## config.mk

```make
export PLATFORM = sky130hd
export DESIGN_NAME = txdesc_dma
export DESIGN_NICKNAME = d
export VERILOG_FILES = /design/src/rtl/txr_pkg.sv /design/src/rtl/txr_regs.sv /design/src/rtl/txr_ring_ptr.sv /design/src/rtl/txr_fsm.sv /design/src/rtl/txdesc_dma.sv
export SDC_FILE = /design/constraint.sdc
export NUM_CORES = 1
export LEC_CHECK = 0
export BUFFER_PORTS_ARGS = -buffer_cell sky130_fd_sc_hd__buf_2
export CORE_AREA = 2 2 199 201
export CTS_BUF_LIST = sky130_fd_sc_hd__clkbuf_4
export CTS_CLUSTER_DIAMETER = 200
export DETAILED_ROUTE_END_ITERATION = 10
export DIE_AREA = 0 0 201 203
export GPL_TIMING_DRIVEN = 0
export PLACE_DENSITY_LB_ADDON = 0.12
export SLEW_MARGIN = 10
export SYNTH_ARGS = -nofsm -noshare
export SYNTH_HDL_FRONTEND = slang
export SYNTH_HIERARCHICAL = 1
export SYNTH_SLANG_ARGS = --single-unit
```

## constraint.sdc

```tcl
create_clock -name clk -period 5.3 [get_ports clk]
set_input_delay 0.53 -clock clk [delete_from_list [all_inputs] [get_ports clk]]
set_output_delay 0.53 -clock clk [all_outputs]
set_load 0.01 [all_outputs]
```

## src/rtl/txr_pkg.sv

```systemverilog
package txr_pkg;

    // descriptor word byte offsets and bit positions
    localparam logic [31:0] OFS_BUFADDR = 32'd0;
    localparam logic [31:0] OFS_LENCTL  = 32'd8;
    localparam logic [31:0] OFS_FLAGS   = 32'd12;
    localparam int unsigned OWN_BIT     = 31;
    localparam int unsigned IOC_BIT     = 31;

    // register selects
    localparam logic [2:0] REG_CTRL = 3'd0;
    localparam logic [2:0] REG_BASE = 3'd1;
    localparam logic [2:0] REG_RLEN = 3'd2;
    localparam logic [2:0] REG_POLL = 3'd3;
    localparam logic [2:0] REG_STAT = 3'd4;

    // status bit positions
    localparam int unsigned ST_DONE = 0;
    localparam int unsigned ST_UNAV = 1;
    localparam int unsigned ST_SUM  = 2;

    typedef enum logic [2:0] {
        S_IDLE,
        S_OWN_RD,
        S_ADDR_RD,
        S_LEN_RD,
        S_BUF_RD,
        S_SEND,
        S_WBACK,
        S_SUSP
    } txr_state_e;

endpackage

```

## src/rtl/txr_regs.sv

```systemverilog
module txr_regs
    import txr_pkg::*;
#(
    parameter int unsigned IDX_W = 8
) (
    input  logic             clk,
    input  logic             rst_n,
    input  logic             wr_en,
    input  logic [2:0]       addr,
    input  logic [31:0]      wdata,
    output logic [31:0]      rdata,
    input  logic             ev_done,
    input  logic             ev_unav,
    output logic             start_o,
    output logic [31:0]      base_o,
    output logic [IDX_W-1:0] rlen_o,
    output logic             poll_o,
    output logic             base_wr_o,
    output logic             irq_o
);

    localparam int unsigned PAD_W = 32 - IDX_W;

    logic             start_q;
    logic [31:2]      base_q;
    logic [IDX_W-1:0] rlen_q;
    logic [2:0]       stat_q;
    logic [2:0]       stat_clr;
    logic [2:0]       stat_set;

    always_comb begin
        stat_clr = (wr_en && addr == REG_STAT) ? wdata[2:0] : 3'b000;
        stat_set = 3'b000;
        stat_set[ST_DONE] = ev_done;
        stat_set[ST_UNAV] = ev_unav;
        stat_set[ST_SUM]  = ev_done | ev_unav;
    end

    always_ff @(posedge clk) begin
        if (!rst_n) begin
            start_q <= 1'b0;
            base_q  <= '0;
            rlen_q  <= '0;
            stat_q  <= '0;
        end else begin
            if (wr_en && addr == REG_CTRL) start_q <= wdata[0];
            if (wr_en && addr == REG_BASE) base_q  <= wdata[31:2];
            if (wr_en && addr == REG_RLEN) rlen_q  <= wdata[IDX_W-1:0];
            stat_q <= (stat_q & ~stat_clr) | stat_set;
        end
    end

    always_comb begin
        unique case (addr)
            REG_CTRL: rdata = {31'd0, start_q};
            REG_BASE: rdata = {base_q, 2'b00};
            REG_RLEN: rdata = {{PAD_W{1'b0}}, rlen_q};
            REG_STAT: rdata = {29'd0, stat_q};
            default:  rdata = 32'd0;
        endcase
    end

    assign start_o   = start_q;
    assign base_o    = {base_q, 2'b00};
    assign rlen_o    = rlen_q;
    assign poll_o    = wr_en && addr == REG_POLL;
    assign base_wr_o = wr_en && addr == REG_BASE;
    assign irq_o     = stat_q[ST_SUM];

endmodule

```

## src/rtl/txr_ring_ptr.sv

```systemverilog
module txr_ring_ptr #(
    parameter int unsigned IDX_W = 8
) (
    input  logic             clk,
    input  logic             rst_n,
    input  logic             clear,
    input  logic             advance,
    input  logic [IDX_W-1:0] rlen,
    input  logic [31:0]      base,
    output logic [IDX_W-1:0] idx_o,
    output logic [31:0]      desc_addr_o
);

    localparam int unsigned SLOT_SH = 4;
    localparam int unsigned PAD_W   = 32 - IDX_W - SLOT_SH;

    logic [IDX_W-1:0] idx_q;

    always_ff @(posedge clk) begin
        if (!rst_n || clear) begin
            idx_q <= '0;
        end else if (advance) begin
            idx_q <= (idx_q >= rlen) ? '0 : idx_q + 1'b1;
        end
    end

    assign idx_o       = idx_q;
    assign desc_addr_o = base + {{PAD_W{1'b0}}, idx_q, {SLOT_SH{1'b0}}};

endmodule

```

## src/rtl/txr_fsm.sv

```systemverilog
module txr_fsm
    import txr_pkg::*;
#(
    parameter int unsigned LEN_W = 14
) (
    input  logic        clk,
    input  logic        rst_n,
    input  logic        start,
    input  logic        poll,
    input  logic [31:0] desc_addr,
    output logic        mem_req,
    output logic        mem_we,
    output logic [31:0] mem_addr,
    output logic [31:0] mem_wdata,
    input  logic        mem_ack,
    input  logic [31:0] mem_rdata,
    output logic        tx_valid,
    output logic [7:0]  tx_data,
    output logic        tx_last,
    input  logic        tx_ready,
    output logic        ev_done,
    output logic        ev_unav,
    output logic        advance
);

    localparam logic [LEN_W-1:0] ONE = LEN_W'(1);

    txr_state_e        state_q, state_d;
    logic              pend_q;
    logic [31:0]       w3_q;
    logic              ioc_q;
    logic [31:0]       cur_q;
    logic [LEN_W-1:0]  rem_q;
    logic [31:0]       word_q;
    logic              owned;
    logic              len_zero;

    assign owned    = mem_rdata[OWN_BIT];
    assign len_zero = mem_rdata[LEN_W-1:0] == '0;

    // state register
    always_ff @(posedge clk) begin
        if (!rst_n) state_q <= S_IDLE;
        else        state_q <= state_d;
    end

    // next state
    always_comb begin
        state_d = state_q;
        unique case (state_q)
            S_IDLE:    if (start) state_d = S_OWN_RD;
            S_OWN_RD:  if (mem_ack) state_d = owned ? S_ADDR_RD : S_SUSP;
            S_ADDR_RD: if (mem_ack) state_d = S_LEN_RD;
            S_LEN_RD:  if (mem_ack) state_d = len_zero ? S_WBACK : S_BUF_RD;
            S_BUF_RD:  if (mem_ack) state_d = S_SEND;
            S_SEND: begin
                if (tx_ready) begin
                    if (rem_q == ONE)            state_d = S_WBACK;
                    else if (cur_q[1:0] == 2'b11) state_d = S_BUF_RD;
                    else                          state_d = S_SEND;
                end
            end
            S_WBACK:   if (mem_ack) state_d = start ? S_OWN_RD : S_IDLE;
            S_SUSP: begin
                if (!start)      state_d = S_IDLE;
                else if (pend_q) state_d = S_OWN_RD;
            end
            default:   state_d = S_IDLE;
        endcase
    end

    // outputs
    always_comb begin
        mem_req   = 1'b0;
        mem_we    = 1'b0;
        mem_addr  = 32'd0;
        mem_wdata = 32'd0;
        tx_valid  = 1'b0;
        tx_last   = 1'b0;
        ev_done   = 1'b0;
        ev_unav   = 1'b0;
        advance   = 1'b0;
        unique case (state_q)
            S_OWN_RD: begin
                mem_req  = 1'b1;
                mem_addr = desc_addr + OFS_FLAGS;
                ev_unav  = mem_ack && !owned;
            end
            S_ADDR_RD: begin
                mem_req  = 1'b1;
                mem_addr = desc_addr + OFS_BUFADDR;
            end
            S_LEN_RD: begin
                mem_req  = 1'b1;
                mem_addr = desc_addr + OFS_LENCTL;
            end
            S_BUF_RD: begin
                mem_req  = 1'b1;
                mem_addr = {cur_q[31:2], 2'b00};
            end
            S_SEND: begin
                tx_valid = 1'b1;
                tx_last  = rem_q == ONE;
            end
            S_WBACK: begin
                mem_req   = 1'b1;
                mem_we    = 1'b1;
                mem_addr  = desc_addr + OFS_FLAGS;
                mem_wdata = w3_q & ~(32'd1 << OWN_BIT);
                ev_done   = mem_ack && ioc_q;
                advance   = mem_ack;
            end
            S_IDLE, S_SUSP: ;
            default: ;
        endcase
    end

    assign tx_data = word_q[{cur_q[1:0], 3'b000} +: 8];

    // datapath registers
    always_ff @(posedge clk) begin
        if (!rst_n) begin
            w3_q   <= '0;
            ioc_q  <= 1'b0;
            cur_q  <= '0;
            rem_q  <= '0;
            word_q <= '0;
        end else begin
            if (state_q == S_OWN_RD && mem_ack)  w3_q <= mem_rdata;
            if (state_q == S_ADDR_RD && mem_ack) cur_q <= mem_rdata;
            if (state_q == S_LEN_RD && mem_ack) begin
                rem_q <= mem_rdata[LEN_W-1:0];
                ioc_q <= mem_rdata[IOC_BIT];
            end
            if (state_q == S_BUF_RD && mem_ack)  word_q <= mem_rdata;
            if (state_q == S_SEND && tx_ready) begin
                cur_q <= cur_q + 32'd1;
                rem_q <= rem_q - ONE;
            end
        end
    end

    // poll demand is remembered until the engine refetches
    always_ff @(posedge clk) begin
        if (!rst_n)
            pend_q <= 1'b0;
        else if (poll)
            pend_q <= 1'b1;
        else if ((state_q == S_SUSP || state_q == S_IDLE) && state_d == S_OWN_RD)
            pend_q <= 1'b0;
    end

endmodule

```

## src/rtl/txdesc_dma.sv

```systemverilog
module txdesc_dma #(
    parameter int unsigned IDX_W = 8,
    parameter int unsigned LEN_W = 14
) (
    input  logic        clk,
    input  logic        rst_n,
    input  logic        reg_wr,
    input  logic [2:0]  reg_addr,
    input  logic [31:0] reg_wdata,
    output logic [31:0] reg_rdata,
    output logic        irq,
    output logic        mem_req,
    output logic        mem_we,
    output logic [31:0] mem_addr,
    output logic [31:0] mem_wdata,
    input  logic        mem_ack,
    input  logic [31:0] mem_rdata,
    output logic        tx_valid,
    output logic [7:0]  tx_data,
    output logic        tx_last,
    input  logic        tx_ready
);

    logic             start;
    logic [31:0]      base;
    logic [IDX_W-1:0] rlen;
    logic             poll;
    logic             base_wr;
    logic             ev_done;
    logic             ev_unav;
    logic             advance;
    logic [IDX_W-1:0] idx;
    logic [31:0]      desc_addr;

    txr_regs #(.IDX_W(IDX_W)) u_regs (
        .clk       (clk),
        .rst_n     (rst_n),
        .wr_en     (reg_wr),
        .addr      (reg_addr),
        .wdata     (reg_wdata),
        .rdata     (reg_rdata),
        .ev_done   (ev_done),
        .ev_unav   (ev_unav),
        .start_o   (start),
        .base_o    (base),
        .rlen_o    (rlen),
        .poll_o    (poll),
        .base_wr_o (base_wr),
        .irq_o     (irq)
    );

    txr_ring_ptr #(.IDX_W(IDX_W)) u_ring (
        .clk         (clk),
        .rst_n       (rst_n),
        .clear       (base_wr),
        .advance     (advance),
        .rlen        (rlen),
        .base        (base),
        .idx_o       (idx),
        .desc_addr_o (desc_addr)
    );

    txr_fsm #(.LEN_W(LEN_W)) u_fsm (
        .clk       (clk),
        .rst_n     (rst_n),
        .start     (start),
        .poll      (poll),
        .desc_addr (desc_addr),
        .mem_req   (mem_req),
        .mem_we    (mem_we),
        .mem_addr  (mem_addr),
        .mem_wdata (mem_wdata),
        .mem_ack   (mem_ack),
        .mem_rdata (mem_rdata),
        .tx_valid  (tx_valid),
        .tx_data   (tx_data),
        .tx_last   (tx_last),
        .tx_ready  (tx_ready),
        .ev_done   (ev_done),
        .ev_unav   (ev_unav),
        .advance   (advance)
    );

    logic unused_idx;
    assign unused_idx = ^idx;

endmodule

```

## Word level (Yosys, flattened, before mapping)

Cells that the tools add are included.

| word-level totals | value |
|---|---|
| register bits after elaboration | 164 |
| input bits | 72 |
| output and inout bits | 109 |
| word-level logic and storage cells | 96 |

| cells by class | value |
|---|---|
| $add $sub $neg | 6 |
| order comparisons | 1 |
| equality and inequality tests | 14 |
| shift-type cells | 1 |
| multiplexer cells | 33 |
| bitwise gates (word level) | 4 |
| reduce and logical (&&, ||, !) cells | 25 |

Operators with widths:

| kind | number |
|---|---|
| $pmux 32 s4 | 2 |
| $add 32x4->32 const B | 2 |
| $mux 32 | 2 |
| $mux 3 | 12 |
| $add 32x1->32 const B | 1 |
| $add 32x12->32 | 1 |
| $shiftx 32x6->8 | 1 |
| $mux 31 | 1 |
| $mux 14 | 2 |
| $pmux 3 s8 | 1 |
| $eq 3x3->1 const B | 5 |
| $eq 14x1->1 const B | 1 |
| $logic_not 14->1 | 1 |
| $sub 14x1->14 const B | 1 |
| $logic_and 1x1->1 | 13 |
| $eq 3x2->1 const B | 4 |
| $mux 1 | 11 |
| $eq 3x1->1 const B | 3 |
| $add 8x1->8 const B | 1 |
| $ge 8x8->1 | 1 |
| $mux 8 | 1 |
| $logic_not 3->1 | 2 |
| $reduce_bool 2->1 | 3 |
| $reduce_or 5->1 | 1 |
| 9 further kinds | 11 |

## Longest topological paths before layout

Gate-level depths: netlist of the first run.

| depth | value |
|---|---|
| depth after elaboration | 9 |
| depth in mapped cells | 14 |
| depth with buffers taken out | 13 |

## Hierarchy

The synthesis of the first run kept the hierarchy.

By module, submodules not included:

| module | instances | cells each | area an instance (µm²) | sequential area each (µm²) |
|---|---|---|---|---|
| txr_fsm | 1 | 1,047 | 7,701.1 | 2,282.2 |
| txr_regs | 1 | 238 | 2,098.3 | 840.8 |
| txr_ring_ptr | 1 | 170 | 1,306.3 | 160.2 |

## Worst setup path before layout of the first run

Ideal clock, no wire load.

| timing | value |
|---|---|
| path type | register to output |
| start | register u_ring.idx_q[0] (netlist: u_ring/idx_o[0]) |
| end | output mem_addr[31] |
| data arrival time | 3.368 ns |
| data required time | 4.770 ns |
| slack | 1.402 ns |
| stages on the path, launching flop included | 14 |
| path buffers | 0 |
| cell sequence | dfxtp_1 ha_1 inv_1 fa_1 nand2b_1 a21oi_2 o311ai_4 nor2_1 xor2_1 inv_1 nor4_2 nand4b_1 xnor2_1 a221o_1 |

| between the ends | value |
|---|---|
| cells in the longest elaborated chain, start to end | 3 |
| elaborated cells on any way between the ends | 4 |
| those cells by class | add/sub (3); mux (1) |

Ends and longest elaborated chain:

| item | line | RTL |
|---|---|---|
| start, declared | txr_ring_ptr.sv:17 | `logic [IDX_W-1:0] idx_q;` |
| start signal, assigned | txr_ring_ptr.sv:23 | `idx_q <= (idx_q >= rlen) ? '0 : idx_q + 1'b1;` |
| $add 32x12->32 * | txr_ring_ptr.sv:28 | `assign desc_addr_o = base + {{PAD_W{1'b0}}, idx_q, {SLOT_SH{1'b0}}};` |
| net desc_addr[22] | txdesc_dma.sv:33 | `logic [31:0] desc_addr;` |
| $add 32x4->32 (on tied branches) | txr_fsm.sv:86, txr_fsm.sv:108, txr_fsm.sv:95 |  |
| $pmux 32 s4 * | txr_fsm.sv:83 | `unique case (state_q)` |
| end, declared | txdesc_dma.sv:14 | `output logic [31:0] mem_addr,` |

Mark *: on every way through the listed nets, which the timed path passes. The rest lies on a longest branch.

## Final worst setup path of the first run

| timing | value |
|---|---|
| start | register u_ring.idx_q[0] (netlist: u_ring/idx_o[0]) |
| end | output mem_addr[24] |

The elaborated chain is that of the path after synthesis.

==> results of run 1 <==
[kinds of logic after synthesis]
family	count (synthesis)
xor+xnor	49
other cells	2
buf+inv	146
flops	164
compound gates	344
mux	58
simple gates	668
fa+ha+maj	24
[routing by layer]
metal | part of all wire [%] | global-route usage (%) | up-vias
li1 | - | - | 5637
met1 | 47 | 29.93 | 5731
met2 | 46 | 34.92 | 366
met3 | 4.7 | 3.018 | 45
met4 | 2.7 | 7.328 | 0
met5 | 0 | 0 | -
[worst paths after layout]
path,to,slack (ps),depth (start not counted)
worst min-delay path,u_regs/stat_q[0]$_SDFF_PN0_,130,2
worst max register to register,u_ring/idx_o[1]$_SDFFE_PP0P_,2350,8
worst max-delay path,mem_addr[24],320,15
worst min register to register,u_fsm/w3_q[8]$_SDFFE_PN0P_,460,2
[critical path, cell delays in order (launching register included)]
cell	delay, ps
dfxtp_1	480
ha_1	250
inv_1	70
fa_1	390
nand2b_1	200
a21oi_2	240
o311ai_4	180
nor2_1	160
xor2_1	160
buf_2	250
and3_1	230
nand3_1	170
or4_1	540
a21oi_1	170
a221o_1	220
buf_2	160
[area by class of cell]
cell class	count	area (µm²)	area share [%]
Antenna cell	3	7.507	0.05745
Buffer	114	578.1	4.424
Clock buffer	18	135.1	1.034
Clock inverter	14	152.6	1.168
Inverter	32	120.1	0.9192
Multi-Input combinational cell	1146	7204	55.13
Sequential cell	164	3283	25.12
Tap cell	518	648.1	4.960
Timing Repair Buffer	184	938.4	7.181
[stage by stage]
stage / utilization, % / cells / hold WS [ps]
floorplan: - / 1456 / 431.7
global placement: 32.87 / 2151 / 439.7
detailed placement: 32.87 / 2151 / 443.8
CTS: 33.69 / 2183 / 45.71
global route: 33.96 / 2192 / 53.46
finish: 33.97 / 2193 / 133.0
[state kept, by name, summed over array words and instances, names as in the netlist, 3 cells and up]
name           flops
u_fsm/cur_q       32
u_fsm/rem_q       14
u_fsm/state_q      3
u_fsm/w3_q        31
u_fsm/word_q      32
u_regs/base_q     30
u_regs/rlen_o      8
u_regs/stat_q      3
u_ring/idx_o       8
[Yosys cell counts, types with 7 or more instances]
| cell | number | area, µm² |
|---|---|---|
| a32oi_1 | 8 | 70.07 |
| nor4_1 | 16 | 100.1 |
| buf_4 | 9 | 67.56 |
| a21oi_1 | 123 | 615.6 |
| a221o_1 | 8 | 80.08 |
| and3_1 | 21 | 131.4 |
| and4_1 | 10 | 87.58 |
| o21ai_0 | 47 | 235.2 |
| mux2i_1 | 48 | 480.5 |
| xnor2_1 | 28 | 245.2 |
| o211ai_1 | 19 | 142.6 |
| a211oi_1 | 8 | 60.06 |
| o31ai_1 | 9 | 67.56 |
| nand3_1 | 37 | 185.2 |
| nand2_1 | 295 | 1107 |
| nand3b_1 | 16 | 120.1 |
| nor2_1 | 73 | 274.0 |
| ha_1 | 23 | 287.8 |
| nor3_1 | 32 | 160.2 |
| xor2_1 | 21 | 183.9 |
| a31oi_1 | 23 | 143.9 |
| buf_1 | 8 | 30.03 |
| a21o_1 | 13 | 97.59 |
| nand2b_1 | 9 | 56.30 |
| a221oi_1 | 7 | 61.31 |
| or3_1 | 14 | 87.58 |
| buf_2 | 36 | 180.2 |
| a22oi_1 | 11 | 82.58 |
| inv_1 | 32 | 120.1 |
| clkbuf_1 | 52 | 195.2 |
| nand4_1 | 33 | 206.5 |
| mux4_2 | 8 | 180.2 |
| and2_1 | 63 | 394.1 |
| dfxtp_1 | 164 | 3283 |
[power groups by stage]
stage          Combinational [µW]  Sequential [µW]  Clock (µW)
3_5_place_dp                  361             1320           0
4_1_cts                       362             1290         845
3_3_place_gp                  361             1320           0
2_1_floorplan                 207             1300           0
6_report                      366             1290         800
5_1_grt                       396             1290         888
[cells in the final DEF, fill, tap and decap left out, types with 9 or more instances in the layout]
master / instances
nand2_1: 294
a31oi_1: 23
nand3_1: 36
or3_1: 14
xor2_1: 18
nor4_1: 14
o211ai_1: 19
xnor2_1: 26
o31ai_1: 9
dfxtp_1: 164
a22oi_1: 11
inv_1: 32
clkbuf_4: 18
buf_4: 16
and4_1: 10
buf_2: 214
clkbuf_1: 51
mux2i_1: 48
nor2_1: 72
a21o_1: 13
and2_1: 63
nand2b_1: 9
and3_1: 21
nand3b_1: 16
ha_1: 23
nand4_1: 33
a21oi_1: 123
o21ai_0: 47
nor3_1: 31
[timing repair]
item	in CTS	in global routing
pin swaps	0	3
hold buffers	0	0
setup endpoints to repair	7	11
buffers inserted	0	7
resized for setup	5	10
==> summary.md, run 1 <==
| Metric | Value |
|---|---|
| Top_reg_cell synth | dfxtp_1 |
| Vias in the first global route | ~11,000 |
| CP Max Fanout | 8 |
| Combinational share of power | between 10% and 20% |
| Worst-path clk slew | 140 ps |
| Design internal power | ~1700 µW |
| Outcome | finished, final reports clean |
| Cells after Synth | approximately 1,500 |
| Fraction of synthesized cell area in xor and xnor cells | roughly 3.9% |
| CTS tree | built |
| Flop pwr share | 52.5% |
| Largest net degree at the start of global routing | 17 |
| Min Tclk post-route | about 5000 ps |
| Worst EP required | between 4000 and 5000 ps |
| Final cycle utilization of the critical path | a little over nine tenths |
| Final setup TNS | 0 ps |
| Layout cells sized above 1 | between 10% and 20% |
| Vias | roughly 12,000 |
| Post-synthesis sequential area ratio | about 30% |
| Final slew viol count | 0 |
| CTS Sinks | approximately 160 |
| Worst Tran Pin Value | between 800 and 900 ps |
| CTS H-Tree Depth | 4 |
| Avg Cell Area, Syn | approximately 7.6 µm² |
| Area after DPL | 12,640 µm² |
| Antenna violations before repair | 2 |
| First-pass GRT wire length | ~68,000 µm |
| Initial Util | 28.87% |
| Area Overhead vs Synth | 17.67% |
| Worst clock skew | approximately 33 ps |
| Core Box Area | approximately 38,000 µm² |
| DR iter-0 viols | roughly 970 |
| HPWL after DPL | around 35,000 µm |
| Max Cap Viol | 0 |
| Endpoint class of the critical path | primary output |
| Mux share of post-synthesis cell area | 6.151% |
| Synthesis Warnings | 6 |
| Pre-CTS setup slack | around 540 ps |
| # IOs | 181 |
| Die Y | 203 µm |
| Cell area after layout | around 13,000 µm² |
| Simple-Gate Fraction of Synth Area | 30.94% |
| Total track usage | 21.75% |
| Relative slew slack | between 40% and 50% |
| Leakage power | between 0.005 and 0.006 µW |
| Post-synthesis register bit count | about 160 |
| Final setup viols | 0 |
| Final hold violations | 0 |
| Synth Area in Compound Gates | between 20 and 25% |
| RSZ-0062 raised after global routing | no |
| Netlist cell types | 93 |
| Post-Syn Area | around 11,000 µm² |
| Residual DRC | 0 |
| Fmax | 200.8 MHz |
| Pwr per Cell Area | around 190 nW/µm² |
| Vias per cell | between 5 and 6 |
| NumNets Final | between 1,500 and 2,000 |
| WS Path Type | flop to primary output |
| Total power | 2456 µW |
| Die X | between 200 and 250 µm |
| Fill cell count | around 4,300 |
| Sw Ratio | around a third |
| Later-pin clock latency in the skew report | a little over 600 ps |
| I/O Buffers | around 180 |
| Post-synth EDFFs | 0 |
| Worst VDD drop | 141.0 µV |
| FF-to-FF Start | u_fsm/state_q[2]$_SDFF_PN0_ |
| Setup ws final | ~320 ps |
| Worst Path Arrival | between 4000 and 5000 ps |
| Adder-cell area share of the yosys netlist | under 10% |
| FFs w/ async S/R, synth | 0% |
| Largest family of logic cells by synthesized area | simple AND/OR/NAND/NOR gates |
| Routed wire length per instance | 20.73 µm |
| GR Overflow Total | 0 |
| Post-DRT Antenna Nets | 0 |
| Rows | 72 |
| Total Wirelength | approximately 45,000 µm |
| Hold Crit Class | primary input to flop |
| Clock power frac | 32.6% |
| 1st-pass router iterations | 9 |
| Min-Delay Startpoint | reg_wdata[0] |
| Startpoint Class | flop |
| Sw power | about 790 µW |
| Clock buffer depth | 2 |
| RePlAce Congestion | 0.9142 |
| Num CTS Buffers | 17 |
| Worst setup path start | u_ring/idx_o[0]$_SDFFE_PP0P_ |
| Die area | approximately 40,000 µm² |
| Root Driver | clkbuf_4 |
Note: power is estimated with default switching activity, not from simulation.
==> inputs of run 2 (changes only) <==
--- a/config.mk
+++ b/config.mk
@@ -6,11 +6,11 @@
 export NUM_CORES = 1
 export LEC_CHECK = 0
 export BUFFER_PORTS_ARGS = -buffer_cell sky130_fd_sc_hd__buf_2
-export CORE_AREA = 2 2 199 201
+export CORE_AREA = 2 2 161 163
 export CTS_BUF_LIST = sky130_fd_sc_hd__clkbuf_4
 export CTS_CLUSTER_DIAMETER = 200
 export DETAILED_ROUTE_END_ITERATION = 10
-export DIE_AREA = 0 0 201 203
+export DIE_AREA = 0 0 163 165
 export GPL_TIMING_DRIVEN = 0
 export PLACE_DENSITY_LB_ADDON = 0.12
 export SLEW_MARGIN = 10
==> constraint.sdc (replaced) <==
create_clock -name clk -period 5.3 [get_ports clk]
set_input_delay 0.53 -clock clk [delete_from_list [all_inputs] [get_ports clk]]
set_output_delay 0.53 -clock clk [all_outputs]
set_load 0.02 [all_outputs]
==> summary.md, run 2 (synthesis gave the netlist of run 1 again) <==
| Metric | Value |
|---|---|
| Outcome | finished, final reports clean |
| Worst VDD drop | roughly 150 µV |
| Die Y | approximately 170 µm |
| Final setup viols | 0 |
| Largest net degree at the start of global routing | 18 |
| CTS tree | built |
| Fill cell count | around 2,600 |
| Most common cell after layout, fill and taps aside | nand2_1 |
| Post-DRT Antenna Nets | 0 |
| Final hold violations | 0 |
| FF-to-FF path depth | 8 |
| Later-pin clock latency in the skew report | 600 ps |
| Initial Util | about 44% |
| Leakage power | just over 0.005 µW |
| Total Wirelength | around 42,000 µm |
| DR iter-0 viols | 1,150 |
| Antenna violations before repair | 1 |
| Max Cap Viol | 0 |
| Min Tclk post-route | about 5000 ps |
| Vias per cell | 5.989 |
| Setup ws final | 280.1 ps |
| FF-to-FF Start | u_fsm/state_q[2]$_SDFF_PN0_ |
| Die X | approximately 160 µm |
| I/O Buffers | approximately 180 |
| Worst-path clk slew | 180 ps |
| Worst hold path cell count | 2 |
| Pre-CTS setup slack | just over 400 ps |
| CTS H-Tree Depth | 4 |
| Rows | 58 |
| WHS Endpoint | u_regs/stat_q[0]$_SDFF_PN0_ |
| Worst reg2reg setup slack | 2330 ps |
| Layout cells sized above 1 | 19.04% |
| Routed wire length per instance | between 20 and 25 µm |
| Area of the multi-input gates | 7199 µm² |
| Min-Delay Startpoint | reg_wdata[0] |
| Clock power frac | between 30% and 40% |
| Startpoint Class | flop |
| Sw power | 824.9 µW |
| Largest regs | u_fsm/cur_q x32, u_fsm/word_q x32, u_fsm/w3_q x31 |
| Clock buffer depth | 2 |
| Num CTS Buffers | 17 |
| WS Path Type | flop to primary output |
| Die area | roughly 27,000 µm² |
| Final setup TNS | 0 ps |
| Cell area after layout | about 13,000 µm² |
| Worst Tran Pin Value | 744.3 ps |
| CP cell instances | ha_1, inv_1, fa_1, nand2b_1, a21oi_2, o311ai_4, nor2_1, xor2_2, nand3_1, or3_1, or4_1, a21oi_1, a221o_1, buf_2 |
| First-pass GRT wire length | about 63,000 µm |
| 1st-pass router iterations | 8 |
| Reg2Reg Capture Point | u_ring/idx_o[0]$_SDFFE_PP0P_ |
| Critical Path Max Stage Delay | ~450 ps |
| Fmax | around 200 MHz |
| Core Box Area | approximately 25,000 µm² |
| RSZ-0062 raised after global routing | no |
| Root Driver | clkbuf_4 |
| Hold Crit Class | primary input to flop |
| Final slew viol count | 0 |
| Slowest-stage cell, CP | or3_1 |
| CP Max Fanout | 8 |
| HPWL after DPL | about 31,000 µm |
| CTS Sinks | between 150 and 200 |
| Worst EP required | 4770 ps |
| # IOs | 181 |
| Reg area | between 3000 and 4000 µm² |
| Flop pwr share | between 50% and 60% |
| Worst clock skew | between 30 and 40 ps |
| Residual DRC | 0 |
| Combinational share of power | between 10% and 20% |
| Final cycle utilization of the critical path | 94.71% |
| Pwr per Cell Area | slightly below 200 nW/µm² |
| Area after DPL | between 10,000 and 15,000 µm² |
| Area Overhead vs Synth | 15.47% |
| Vias | about 12,000 |
| Total power | roughly 2500 µW |
| Vias in the first global route | 10,839 |
| RePlAce Congestion | a little under 1 |
| Design internal power | 1642 µW |
| GR Overflow Total | 0 |
| Endpoint class of the critical path | primary output |
| Relative slew slack | 50.38% |
| Worst Path Arrival | between 4000 and 5000 ps |
| Most frequent cells in the layout | nand2_1 (294), buf_2 (213), dfxtp_1 (163) |
| NumNets Final | approximately 1,800 |
| Total track usage | roughly 30% |
| Sw Ratio | roughly 33% |
==> run 2: changes by cell type in the layout (fill, tap and decap cells not counted), moves of 2 or more <==
| cell | previous run | this run |
|---|---|---|
| buf_4 | 16 | 14 |
| clkinv_8 | 0 | 2 |
| diode_2 | 3 | 1 |
| clkinv_2 | 3 | 0 |
| inv_6 | 4 | 1 |
| inv_8 | 1 | 5 |
==> run 2: worst max-delay path by stage <==
stage | startpoint | endpoint | slack (ps)
floorplan | u_ring/idx_o[0]$_SDFFE_PP0P_ | mem_addr[25] | 1170
finish | u_ring/idx_o[0]$_SDFFE_PP0P_ | mem_addr[24] | 280
global route | u_ring/idx_o[0]$_SDFFE_PP0P_ | mem_addr[22] | 0.1
CTS | u_ring/idx_o[0]$_SDFFE_PP0P_ | mem_addr[17] | 20
detailed placement | u_ring/idx_o[0]$_SDFFE_PP0P_ | mem_addr[31] | 410
global placement | u_ring/idx_o[0]$_SDFFE_PP0P_ | mem_addr[17] | 400
==> run 2: final cells by class <==
cell class / count / share of cell area [%]
clock inverters: 14 / 1.307
clock buffers: 18 / 1.054
inverters: 32 / 0.9367
plain buffers: 114 / 4.508
flip-flops and latches: 164 / 25.61
well taps: 330 / 3.220
repair buffers: 182 / 7.201
multi-input cells: 1146 / 56.14
diodes: 1 / 0.01951
==> run 2: metal layers <==
metal / share of wire, % / GRT usage (%) / wire, µm
met5: 0 / 0 / 0
met4: 3.2 / 11.71 / 1313
met3: 8.3 / 5.500 / 3451
met2: 46 / 49.08 / 19210
met1: 42 / 40.30 / 17630
==> run 2: what timing repair did <==
item                                    in CTS  in global routing
hold buffers                                 0                  0
resized for setup                            6                  9
endpoints found under the setup margin      12                 18
buffers inserted                             1                  4
pin swaps                                    1                  3
==> run 2: metrics by stage <==
step                std cells  hold slack, ps  util (%)
finish                   2001           106.9     51.22
global route             2001           78.24     51.22
CTS                      1996           66.92     50.93
detailed placement       1963           444.3     49.56
global placement         1963           437.2     49.56
floorplan                1456           431.7         -
==> run 2: critical path, delay by kind of cell (launching register included) <==
family,cells,cell delay (ps)
flip-flops,1,420
AO/OA/AOI/OAI,4,810
buffers and inverters,2,250
XOR/XNOR,1,400
AND/OR/NAND/NOR,5,1420
adder cells (fa/ha/maj),2,600
==> run 2: power by group through the flow <==
stage	clock network [µW]	registers [µW]	logic [µW]
final	809	1290	370
after global routing	877	1290	397
after CTS	828	1290	361
after detailed placement	0	1310	359
after global placement	0	1310	359
after floorplan	0	1300	215
